## config.mk

```make
export PLATFORM = sky130hd
export DESIGN_NAME = amp_cfg_bank
export DESIGN_NICKNAME = d
export VERILOG_FILES = /design/src/rtl/amp_cfg_pkg.sv /design/src/rtl/amp_cfg_decode.sv /design/src/rtl/amp_cfg_field.sv /design/src/rtl/amp_cfg_lock.sv /design/src/rtl/amp_cfg_bank.sv
export SDC_FILE = /design/constraint.sdc
export NUM_CORES = 1
export LEC_CHECK = 0
export ABC_AREA = 1
export BUFFER_PORTS_ARGS = -buffer_cell sky130_fd_sc_hd__buf_4
export CAP_MARGIN = 30
export CELL_PAD_IN_SITES_DETAIL_PLACEMENT = 1
export CELL_PAD_IN_SITES_GLOBAL_PLACEMENT = 1
export CORE_UTILIZATION = 25
export CTS_BUF_LIST = sky130_fd_sc_hd__clkbuf_8
export CTS_CLUSTER_DIAMETER = 150
export DETAILED_ROUTE_END_ITERATION = 7
export GPL_TIMING_DRIVEN = 0
export PLACE_DENSITY = 0.66
export SYNTH_ARGS = -nofsm -noshare
export SYNTH_HDL_FRONTEND = slang
export SYNTH_SLANG_ARGS = --single-unit
```

## constraint.sdc

```tcl
create_clock -name clk -period 1.2 [get_ports clk]
set_input_delay 0.18 -clock clk [delete_from_list [all_inputs] [get_ports clk]]
set_output_delay 0.18 -clock clk [all_outputs]
set_load 0.01 [all_outputs]
```

## src/rtl/amp_cfg_pkg.sv

```systemverilog
package amp_cfg_pkg;

    parameter int BUS_W  = 32;
    parameter int LOCK_W = 8;

    localparam int NUM_SLOTS  = 5;
    localparam int NUM_GUARDED = 3;

    typedef enum int {
        SLOT_CTRL = 0,
        SLOT_MUX  = 1,
        SLOT_TRIM = 2,
        SLOT_ID   = 3,
        SLOT_LOCK = 4
    } slot_e;

    localparam logic [BUS_W-1:0]  ID_WORD        = 32'h0000_0201;
    localparam logic [LOCK_W-1:0] LOCK_SET_MASK  = 8'h8F;

    // Word offset of every mapped slot
    function automatic int slot_offset(input int s);
        case (s)
            SLOT_CTRL: return 0;
            SLOT_MUX:  return 1;
            SLOT_TRIM: return 2;
            SLOT_ID:   return 5;
            SLOT_LOCK: return 6;
            default:   return -1;
        endcase
    endfunction

    // Writable bits of each guarded register
    function automatic logic [BUS_W-1:0] field_mask(input int s);
        case (s)
            SLOT_CTRL: return 32'h0000_83EF;
            SLOT_MUX:  return 32'h0000_7773;
            SLOT_TRIM: return 32'h00FF_00FF;
            default:   return '0;
        endcase
    endfunction

    // Bit positions of the decoded fields
    localparam int CT_EN    = 0;
    localparam int CT_FILT  = 1;
    localparam int CT_GAIN  = 5;
    localparam int CT_OUT   = 8;
    localparam int CT_GPIN  = 9;
    localparam int CT_CHOP  = 15;
    localparam int MX_POS   = 0;
    localparam int MX_NEG   = 4;
    localparam int MX_M     = 8;
    localparam int MX_FB    = 12;
    localparam int MX_CHOP  = 13;
    localparam int TR_N     = 0;
    localparam int TR_P     = 16;

endpackage

```

## src/rtl/amp_cfg_decode.sv

```systemverilog
module amp_cfg_decode
    import amp_cfg_pkg::*;
#(
    parameter int ADDR_W = 3
) (
    input  logic [ADDR_W-1:0]    addr,
    output logic [NUM_SLOTS-1:0] hit
);

    genvar s;
    generate
        for (s = 0; s < NUM_SLOTS; s++) begin : g_slot
            assign hit[s] = (int'(addr) == slot_offset(s));
        end
    endgenerate

endmodule

```

## src/rtl/amp_cfg_field.sv

```systemverilog
module amp_cfg_field #(
    parameter int          W    = 32,
    parameter logic [W-1:0] MASK = '1
) (
    input  logic         clk,
    input  logic         rst,
    input  logic         we,
    input  logic [W-1:0] wdata,
    output logic [W-1:0] q
);

    always_ff @(posedge clk) begin
        if (rst) begin
            q <= '0;
        end else if (we) begin
            q <= wdata & MASK;
        end
    end

endmodule

```

## src/rtl/amp_cfg_lock.sv

```systemverilog
module amp_cfg_lock #(
    parameter int           W        = 8,
    parameter logic [W-1:0] SET_MASK = '1
) (
    input  logic         clk,
    input  logic         rst,
    input  logic         set_en,
    input  logic [W-1:0] wdata,
    output logic [W-1:0] q
);

    always_ff @(posedge clk) begin
        if (rst) begin
            q <= '0;
        end else if (set_en) begin
            q <= q | (wdata & SET_MASK);
        end
    end

endmodule

```

## src/rtl/amp_cfg_bank.sv

```systemverilog
module amp_cfg_bank
    import amp_cfg_pkg::*;
#(
    parameter int ADDR_W = 3
) (
    input  logic              clk,
    input  logic              rst,
    input  logic [ADDR_W-1:0] bus_addr,
    input  logic              bus_wr,
    input  logic [BUS_W-1:0]  bus_wdata,
    input  logic              prot_en,
    output logic [BUS_W-1:0]  bus_rdata,
    output logic              amp_en,
    output logic [2:0]        filt_sel,
    output logic [2:0]        gain_code,
    output logic              out_en,
    output logic              gain_pin_en,
    output logic              chop_level,
    output logic [1:0]        pos_sel,
    output logic [2:0]        neg_sel,
    output logic [2:0]        m_sel,
    output logic              fb_on_pin,
    output logic [1:0]        chop_mode,
    output logic [7:0]        trim_p,
    output logic [7:0]        trim_n,
    output logic [LOCK_W-1:0] lock_state
);

    logic [NUM_SLOTS-1:0] hit;
    logic [BUS_W-1:0]     slot_val [NUM_SLOTS];
    logic [LOCK_W-1:0]    lock_q;
    logic                 wr_ok;

    assign wr_ok = bus_wr & prot_en;

    amp_cfg_decode #(.ADDR_W(ADDR_W)) u_dec (
        .addr (bus_addr),
        .hit  (hit)
    );

    genvar g;
    generate
        for (g = 0; g < NUM_GUARDED; g++) begin : g_reg
            logic we_g;
            assign we_g = wr_ok & hit[g] & ~lock_q[g];
            amp_cfg_field #(.W(BUS_W), .MASK(field_mask(g))) u_field (
                .clk   (clk),
                .rst   (rst),
                .we    (we_g),
                .wdata (bus_wdata),
                .q     (slot_val[g])
            );
        end
    endgenerate

    amp_cfg_lock #(.W(LOCK_W), .SET_MASK(LOCK_SET_MASK)) u_lock (
        .clk    (clk),
        .rst    (rst),
        .set_en (wr_ok & hit[SLOT_LOCK]),
        .wdata  (bus_wdata[LOCK_W-1:0]),
        .q      (lock_q)
    );

    assign slot_val[SLOT_ID]   = ID_WORD;
    assign slot_val[SLOT_LOCK] = {{(BUS_W-LOCK_W){1'b0}}, lock_q};

    always_comb begin
        bus_rdata = '0;
        for (int s = 0; s < NUM_SLOTS; s++) begin
            bus_rdata = bus_rdata | ({BUS_W{hit[s]}} & slot_val[s]);
        end
    end

    assign amp_en      = slot_val[SLOT_CTRL][CT_EN];
    assign filt_sel    = slot_val[SLOT_CTRL][CT_FILT +: 3];
    assign gain_code   = slot_val[SLOT_CTRL][CT_GAIN +: 3];
    assign out_en      = slot_val[SLOT_CTRL][CT_OUT];
    assign gain_pin_en = slot_val[SLOT_CTRL][CT_GPIN];
    assign chop_level  = slot_val[SLOT_CTRL][CT_CHOP];
    assign pos_sel     = slot_val[SLOT_MUX][MX_POS +: 2];
    assign neg_sel     = slot_val[SLOT_MUX][MX_NEG +: 3];
    assign m_sel       = slot_val[SLOT_MUX][MX_M +: 3];
    assign fb_on_pin   = slot_val[SLOT_MUX][MX_FB];
    assign chop_mode   = slot_val[SLOT_MUX][MX_CHOP +: 2];
    assign trim_n      = slot_val[SLOT_TRIM][TR_N +: 8];
    assign trim_p      = slot_val[SLOT_TRIM][TR_P +: 8];
    assign lock_state  = lock_q;

endmodule

```

* Yosys cells after proc, flatten, opt, wreduce, memory -nomap -nowiden
Index checks and enable logic that the tools add are counted.
** Storage, ports and cells
- Register bits after elaboration :: 45
- Output and inout bits :: 77
- Word-level logic and storage cells :: 29
** Cells by class
- Equal/unequal tests :: 4
- Bitwise logic cells :: 20
- Reduce and logical (&&, ||, !) cells :: 1
** Operators by type and width (count)
- $or A32 B32 Y32 :: 3
- $and A32 B15 Y32 :: 1
- $and A32 B16 Y32 :: 1
- $and A32 B24 Y32 :: 1
- $and A32 B8 Y32 :: 1
- $or A32 B10 Y32 :: 1
- $and A1 B1 Y1 :: 8
- $or A8 B8 Y8 :: 1
- $eq A3 B2 Y1 const B :: 2
- $eq A3 B3 Y1 const B :: 2
- $logic_not A3 Y1 :: 1
- $not A1 Y1 :: 3

* Depth between registers and ports, before layout
Gate-level depths: netlist (run 1).
- Word-level depth :: 6
- Mapped depth :: 8

* Modules after synthesis
A second synthesis (run 1) with hierarchy kept.
** Unflattened totals
- Cells, all modules :: 492
- Area, all modules :: 2991.6 um2
** Modules (own cells, without submodules)
- amp_cfg_field at g_reg[2].u_field :: times used 1, cells an instance 118, area each 794.5 um2
- amp_cfg_bank :: times used 1, cells an instance 161, area each 759.5 um2
- amp_cfg_field at g_reg[1].u_field :: times used 1, cells an instance 92, area each 619.3 um2
- amp_cfg_field at g_reg[0].u_field :: times used 1, cells an instance 86, area each 588.1 um2
- amp_cfg_lock :: times used 1, cells an instance 24, area each 188.9 um2
- amp_cfg_decode :: times used 1, cells an instance 11, area each 41.3 um2

* Worst setup path before layout (run 1)
Ideal clock, no wire load.
- Path kind :: input to output
- Start point :: in bus_addr[1]
- End point :: out bus_rdata[1]
- Data arrival time :: 961 ps
- Path slack :: 59 ps
- Stages on the path :: 7
- Cells stage by stage :: buf_4 > inv_2 > nand2_1 > nor2_4 > buf_6 > nand2_1 > nand4_1
** Between the ends
- Longest elaborated chain between the ends :: 6
- Elaborated cells between the ends (all ways) :: 12
** Ends and longest elaborated chain
- start: declaration :: line amp_cfg_bank.sv:8 : input logic [ADDR_W-1:0] bus_addr,
- $eq A3 B2 Y1 / $logic_not A3 Y1 (equally long branches) :: line amp_cfg_decode.sv:13 : assign hit[s] = (int'(addr) == slot_offset(s));
- $and A32 B15 Y32 / $and A32 B16 Y32 (equally long branches) :: line amp_cfg_bank.sv:70 : bus_rdata = bus_rdata | ({BUS_W{hit[s]}} & slot_val[s]);
- $or A32 B32 Y32 (2 in series) :: line amp_cfg_bank.sv:70
- $or A32 B10 Y32 :: line amp_cfg_bank.sv:70
- $or A32 B32 Y32 * :: line amp_cfg_bank.sv:70
- end: declaration :: line amp_cfg_bank.sv:12 : output logic [BUS_W-1:0] bus_rdata,
Every way passes the cells marked *; elsewhere a longest branch is shown, timed or not.

* Worst setup path after layout (run 1)
- Start point :: in bus_addr[0]
- End point :: out bus_rdata[3]
The elaborated chain is that of the path after synthesis.

==> qor.txt, run 1 <==
Hold Slack = 0.1063 ns
Ports = 116
most frequent cell after synthesis = nor2_1
nets = 506
Synth Cell Area = 2227 um^2
Setup CP Type = input port to primary output
max-cap violations = 0
count of pins over their slew limit = 0
layout cell share with drive strength beyond 1 = 36.32%
Yosys reg bits = 42
vias post-DR = 2445
busiest grt layer = met2
status = finished with violations
number of port buffers = 92
CTS tree = yes
num rows = 34
Distinct cells, synth = 20
Slowest-stage cell, CP = nor2_4
initial antenna violation count = 0
Switching Power = 0.0008254 W
Mapped Avg Cell Area = 6.493 um^2
core area = 8678 um^2
Crit path required time = 1.02 ns
total negative setup slack = -0.06051 ns
worst-skew pair later-pin latency = 0.29 ns
Setup WS post-layout = -0.02036 ns
Cells after DPL = 554
GR Overflow Total = 0
Cell Pwr Density = 853.4 nW/um^2
FF-to-FF path depth = 5
failing checks = setup timing
area share of the largest cell type after synthesis = 37.75%
multi-input logic area = 1127 um^2
slew margin rel. = 61.36%
crit-path cells = buf_8 -> inv_8 -> nand2_8 -> nor2_4 -> buf_8 -> nand2_2 -> o211ai_1 -> buf_4
Yosys warnings = 0
fin cells = 576
HPWL Detailed = 5.696 mm
Antenna diodes = 0
first-pass GRT wire length = 11.96 mm
hold_buf cts = 0
startpoint type of the worst setup path = input port
combinational share of power = 19.0%
switching share of power = 27.86%
total internal power = 0.002138 W
critical path's most frequent cell = buf_8
Die Ht = 96.39 um
hold path start = rst
Peak VDD IR = 0.0004502 V
overall routing resource usage = 17.19%
Clock Power Share = 32.2%
clk root buf = clkbuf_8
die area = 9290 um^2
wire per inst = 13.75 um
routability cong. = 0.7696
initial drt markers = 41
Tmin final = 1.220 ns
critical path data arrival time = 1.04 ns
hold depth = 2
r2r startpoint = u_lock.q[1]$_SDFFE_PP0P_
Pre-Repair DR Iteration Count = 4
final wirelength = 7.921 mm
Worst Tran Pin Value = 0.5796 ns
Hold Vio Cnt, Final = 0
DRC viols = 0
ranking of synthesized cells by area = dfxtp_1, nor2_1, nand2_1
post-DR vias/cell = 4.245
Async SR Flop Fraction = 0%
Leakage = 1.715 nW
clk sinks = 42
Worst Setup End Kind = primary output
Worst-path clk slew = 0.08 ns
Gate Count Post-Synth = 343
crit-path max FO = 5
Hold WC Path Type = input port to register
register area share after synthesis = 37.75%
highest clock rate = 0.8194 GHz
reg2reg end = g_reg[1].u_field.q[12]$_SDFFE_PP0P_
initial core utilization = 25.66%
FF+latch area = 852.1 um^2
Period Utilization, post-route = 101.7%
number of flops mapped to enable cells by yosys = 0
H-Tree Depth = 2
final clock skew = 0.004360 ns
area leader, netlist = dfxtp_1
grt met2 use = 31.32%
CP max stage delay = 0.19 ns
final setup fails = 5
Syn-to-layout area delta = 55.90%
largest net degree at the start of global routing = 13
overall power = 0.002963 W
met1 Track Usage GR = 19.94%
Fill cells = 1148
Final ANT Viol Nets = 0
clock buffer depth = 2
hold endpoint = u_lock.q[7]$_SDFFE_PP0P_
Seq pwr share = 48.8%
Die Wd = 96.39 um
synth cell count leaders = nor2_1, nand2_1, dfxtp_1, inv_1, nand3_1
met3 Resource Use GR = 3.756%
R2R setup slack = 0.08 ns
Num CTS Buffers = 5
top_reg_cell synth = dfxtp_1
RSZ-0062 raised after global routing = yes
vias in the first global route = 2429
-- state kept, by name, summed over array words and instances, names as in the netlist --
signal       flops
g.u_field.q     37
u_lock.q         5
-- cell type report --
type,instances,area share (%)
repair buffers,106,24.32
well taps,108,3.892
plain buffers,25,6.450
clock inverters,2,0.2523
multi-input cells,241,32.47
clock buffers,6,2.378
inverters,46,5.694
flip-flops and latches,42,24.54
-- worst max path at each step --
| stage | from | endpoint | depth (start not counted) |
|---|---|---|---|
| after floorplan | bus_addr[1] | bus_rdata[1] | 7 |
| after global placement | bus_addr[0] | bus_rdata[3] | 8 |
| after detailed placement | bus_addr[0] | bus_rdata[3] | 8 |
| after CTS | bus_addr[2] | bus_rdata[3] | 8 |
| after global routing | u_lock.q[2]$_SDFFE_PP0P_ | bus_rdata[2] | 3 |
| final | bus_addr[0] | bus_rdata[3] | 8 |
-- logic make-up (layout without fill, tap and decap cells) --
family	Yosys count	in the layout	synth area share [%]
other	1	12	0.1684
and+or+nand+nor	219	219	43.26
DFF	42	42	37.75
AOI/OAI and AO/OA	10	10	2.584
buffers and inverters	71	185	16.24
-- power groups by stage --
| stage | Clock [W] | Combinational (W) | Sequential (W) |
|---|---|---|---|
| after floorplan | 0 | 0.000264 | 0.00149 |
| after global placement | 0 | 0.000479 | 0.00148 |
| after detailed placement | 0 | 0.000486 | 0.00148 |
| after CTS | 0.000970 | 0.000541 | 0.00145 |
| after global routing | 0.00103 | 0.000619 | 0.00145 |
| final | 0.000955 | 0.000564 | 0.00144 |
-- worst max-delay path: cells and delay by family --
kind / cells / cell delay [ns]
compound gates: 1 / 0.09
buf+inv: 4 / 0.47
simple gates: 3 / 0.28
-- metal layers --
layer / up-vias / routed length, um
met1: 1111 / 3385
met5: - / 0
li1: 1257 / -
met3: 9 / 465
met2: 68 / 3929
met4: 0 / 141
-- repair_timing --
item                       in CTS  in global routing
setup buffers                  10                  3
gates cloned                    1                  1
pin swaps                       5                  8
setup endpoints to repair      40                 31
resized for setup              28                 24
-- layout by cell type (no fill, tap or decap), types with 5 or more instances in the layout --
master,n
buf_4,113
nor2_4,9
dfxtp_2,6
clkbuf_8,6
nand3_1,37
dfxtp_1,35
buf_6,7
inv_1,42
nand2_2,8
conb_1,12
nand2_1,66
a21oi_1,5
nor2_1,89
-- through the flow --
stage	utilization [%]	instance area, um^2	setup slack, ns
floorplan	-	2268	0.05944
global placement	35.65	3094	-0.3605
detailed placement	35.65	3094	-0.3797
CTS	38.78	3366	-0.09638
global route	40.01	3472	-0.09229
finish	40.01	3472	-0.02036
No activity file was read; power rests on OpenSTA's default activity.
==> inputs of run 2 (changes only) <==
Settings changed: BUFFER_PORTS_ARGS -buffer_cell sky130_fd_sc_hd__buf_4 to unset, CTS_CLUSTER_DIAMETER 150 to unset, DONT_BUFFER_PORTS set to 1, PLACE_DENSITY 0.66 to 0.49.
==> run 2 against run 1 <==
  * The flow still finishes with violations (setup timing)
  * Clock-buffer cell count is 1 lower
  * Worst setup slack better by 0.020 ns
  * First-iteration DRC count is 29% higher
  * Critical path type is now register to primary output
  * Critical endpoint is now bus_rdata[2]
==> qor.txt, run 2 (synthesis gave the netlist of run 1 again) <==
clk root buf = clkbuf_8 (unchanged)
number of port buffers = 0 (was 92)
Setup WS post-layout = -0.00003064 ns (was -0.02036 ns)
top flop regs = g.u_field.q x37, u_lock.q x5 (unchanged)
first-pass GRT wire length = 11.65 mm (was 11.96 mm)
failing checks = setup timing (unchanged)
commonest cells after routing, fill and taps aside = nor2_1, nand2_1, inv_1 (was buf_4, nor2_1, nand2_1)
post-DR vias/cell = 4.361 (was 4.245)
worst-skew pair later-pin latency = 0.30 ns (was 0.29 ns)
Hold Vio Cnt, Final = 0 (unchanged)
Hold WC Path Type = input port to register (unchanged)
Pre-Repair DR Iteration Count = 4 (unchanged)
Die Ht = 96.39 um (unchanged)
Worst Setup End Kind = primary output (unchanged)
final wirelength = 7.890 mm (was 7.921 mm)
wire per inst = 16.27 um (was 13.75 um)
highest clock rate = 0.8333 GHz (was 0.8194 GHz)
H-Tree Depth = 2 (unchanged)
area of placed instances = 2404 um^2 (was 3094 um^2)
vias in the first global route = 2096 (was 2429)
die area = 9290 um^2 (unchanged)
Ports = 116 (unchanged)
Cell Pwr Density = 994.5 nW/um^2 (was 853.4 nW/um^2)
max-cap violations = 0 (unchanged)
hold path start = bus_wdata[3] (was rst)
initial drt markers = 53 (was 41)
DRC viols = 0 (unchanged)
CTS tree = yes (unchanged)
clock buffer depth = 2 (unchanged)
routability cong. = 0.7367 (was 0.7696)
Period Utilization, post-route = 100.0% (was 101.7%)
overall power = 0.002785 W (was 0.002963 W)
Worst Setup SP = u_lock.q[2]$_SDFFE_PP0P_ (was bus_addr[0])
vias post-DR = 2115 (was 2445)
GR Overflow Total = 0 (unchanged)
Worst-path clk slew = 0.08 ns (about the same)
RSZ-0062 raised after global routing = yes (unchanged)
layout cell share with drive strength beyond 1 = 23.87% (was 36.32%)
overall routing resource usage = 17.51% (was 17.19%)
initial antenna violation count = 0 (unchanged)
Die Wd = 96.39 um (unchanged)
Num CTS Buffers = 5 (unchanged)
most common cell after layout, fill and taps aside = nor2_1 (was buf_4)
crit-path max FO = 3 (was 5)
initial core utilization = 25.66% (unchanged)
count of pins over their slew limit = 0 (unchanged)
largest net degree at the start of global routing = 12 (was 13)
Antenna diodes = 0 (unchanged)
Crit path required time = 1.02 ns (about the same)
Final Cell Area = 2800 um^2 (was 3472 um^2)
clk sinks = 42 (unchanged)
Setup CP Type = register to primary output (was input port to primary output)
final setup fails = 1 (was 5)
core area = 8678 um^2 (unchanged)
Final ANT Viol Nets = 0 (unchanged)
startpoint type of the worst setup path = register (was input port)
final clock skew = 0.004856 ns (was 0.004360 ns)
Syn-to-layout area delta = 25.73% (was 55.90%)
r2r startpoint = u_lock.q[0]$_SDFFE_PP0P_ (was u_lock.q[1]$_SDFFE_PP0P_)
Tmin final = 1.200 ns (was 1.220 ns)
Worst Tran Pin Value = 0.6616 ns (was 0.5796 ns)
num rows = 34 (unchanged)
Leakage = 1.225 nW (was 1.715 nW)
Largest register FFs = 37 (unchanged)
HPWL Detailed = 5.422 mm (was 5.696 mm)
critical path data arrival time = 1.02 ns (was 1.04 ns)
Top reg by flops = g.u_field.q (unchanged)
nets = 416 (was 506)
status = finished with violations (unchanged)
slew margin rel. = 55.89% (was 61.36%)
Peak VDD IR = 0.0004002 V (was 0.0004502 V)
[run 2: changes by cell type in the layout (fill, tap and decap cells not counted), sizes merged]
cell,change
clkbuf,-2
dlygate4sd3,+3
inv,+1
clkinv,-1
buf,-92
[run 2: where the power goes]
group	internal, W	switching (W)	total, W
clock	0.000386	0.000520	0.000906
sequential	0.00141	0.0000429	0.00146
combinational	0.000164	0.000258	0.000422
[run 2: worst paths after layout]
check / to / slack, ns / depth (start not counted)
hold reg to reg: u_lock.q[3]$_SDFFE_PP0P_ / 0.50 / 2
hold / removal: u_lock.q[3]$_SDFFE_PP0P_ / 0.007 / 2
setup reg to reg: g_reg[0].u_field.q[1]$_SDFFE_PP0P_ / 0.10 / 5
setup / recovery: bus_rdata[2] / -0.00003 / 2
[run 2: metal layers]
layer / global-route usage, % / routed length, um / vias up
met1: 22.35 / 3527 / 948
met3: 5.790 / 662 / 7
li1: - / - / 1083
met5: 0 / 0 / -
met4: 5.025 / 96 / 0
met2: 28.07 / 3603 / 77
[run 2: timing repair]
action / 4_1_cts / 5_1_grt
pin swaps: 8 / 7
resized for setup: 30 / 36
hold buffers: 3 / 0
gates cloned: 2 / 0
setup buffers: 7 / 4
hold endpoints to repair: 5 / 0
setup endpoints to repair: 40 / 36
[run 2: area by class of cell]
| class | count | area [um^2] |
|---|---|---|
| fillers | 1117 | 5878 |
| flip-flops and latches | 42 | 874.6 |
| multi-input cells | 241 | 1130 |
| plain buffers | 25 | 226.5 |
| inverters | 46 | 190.2 |
| clock inverters | 2 | 7.507 |
| repair buffers | 16 | 167.7 |
| well taps | 108 | 135.1 |
| clock buffers | 5 | 68.82 |
[run 2: stage by stage]
stage	TNS (ns)	std cells	hold WS (ns)	setup WS, ns	utilization [%]
floorplan	0	354	0.2491	0.05944	-
global placement	-9.149	462	0.2518	-0.3284	27.70
detailed placement	-9.408	462	0.2525	-0.3562	27.70
CTS	-0.1796	481	0.001698	-0.05393	30.94
global route	-0.1241	485	0.007253	-0.04252	32.27
finish	-0.00003064	485	0.007223	-0.00003064	32.27
[run 2: worst max-delay path, cell delays in order (launching register included)]
cell      delay, ns
dfxtp_4        0.40
inv_4          0.04
o211ai_1       0.28
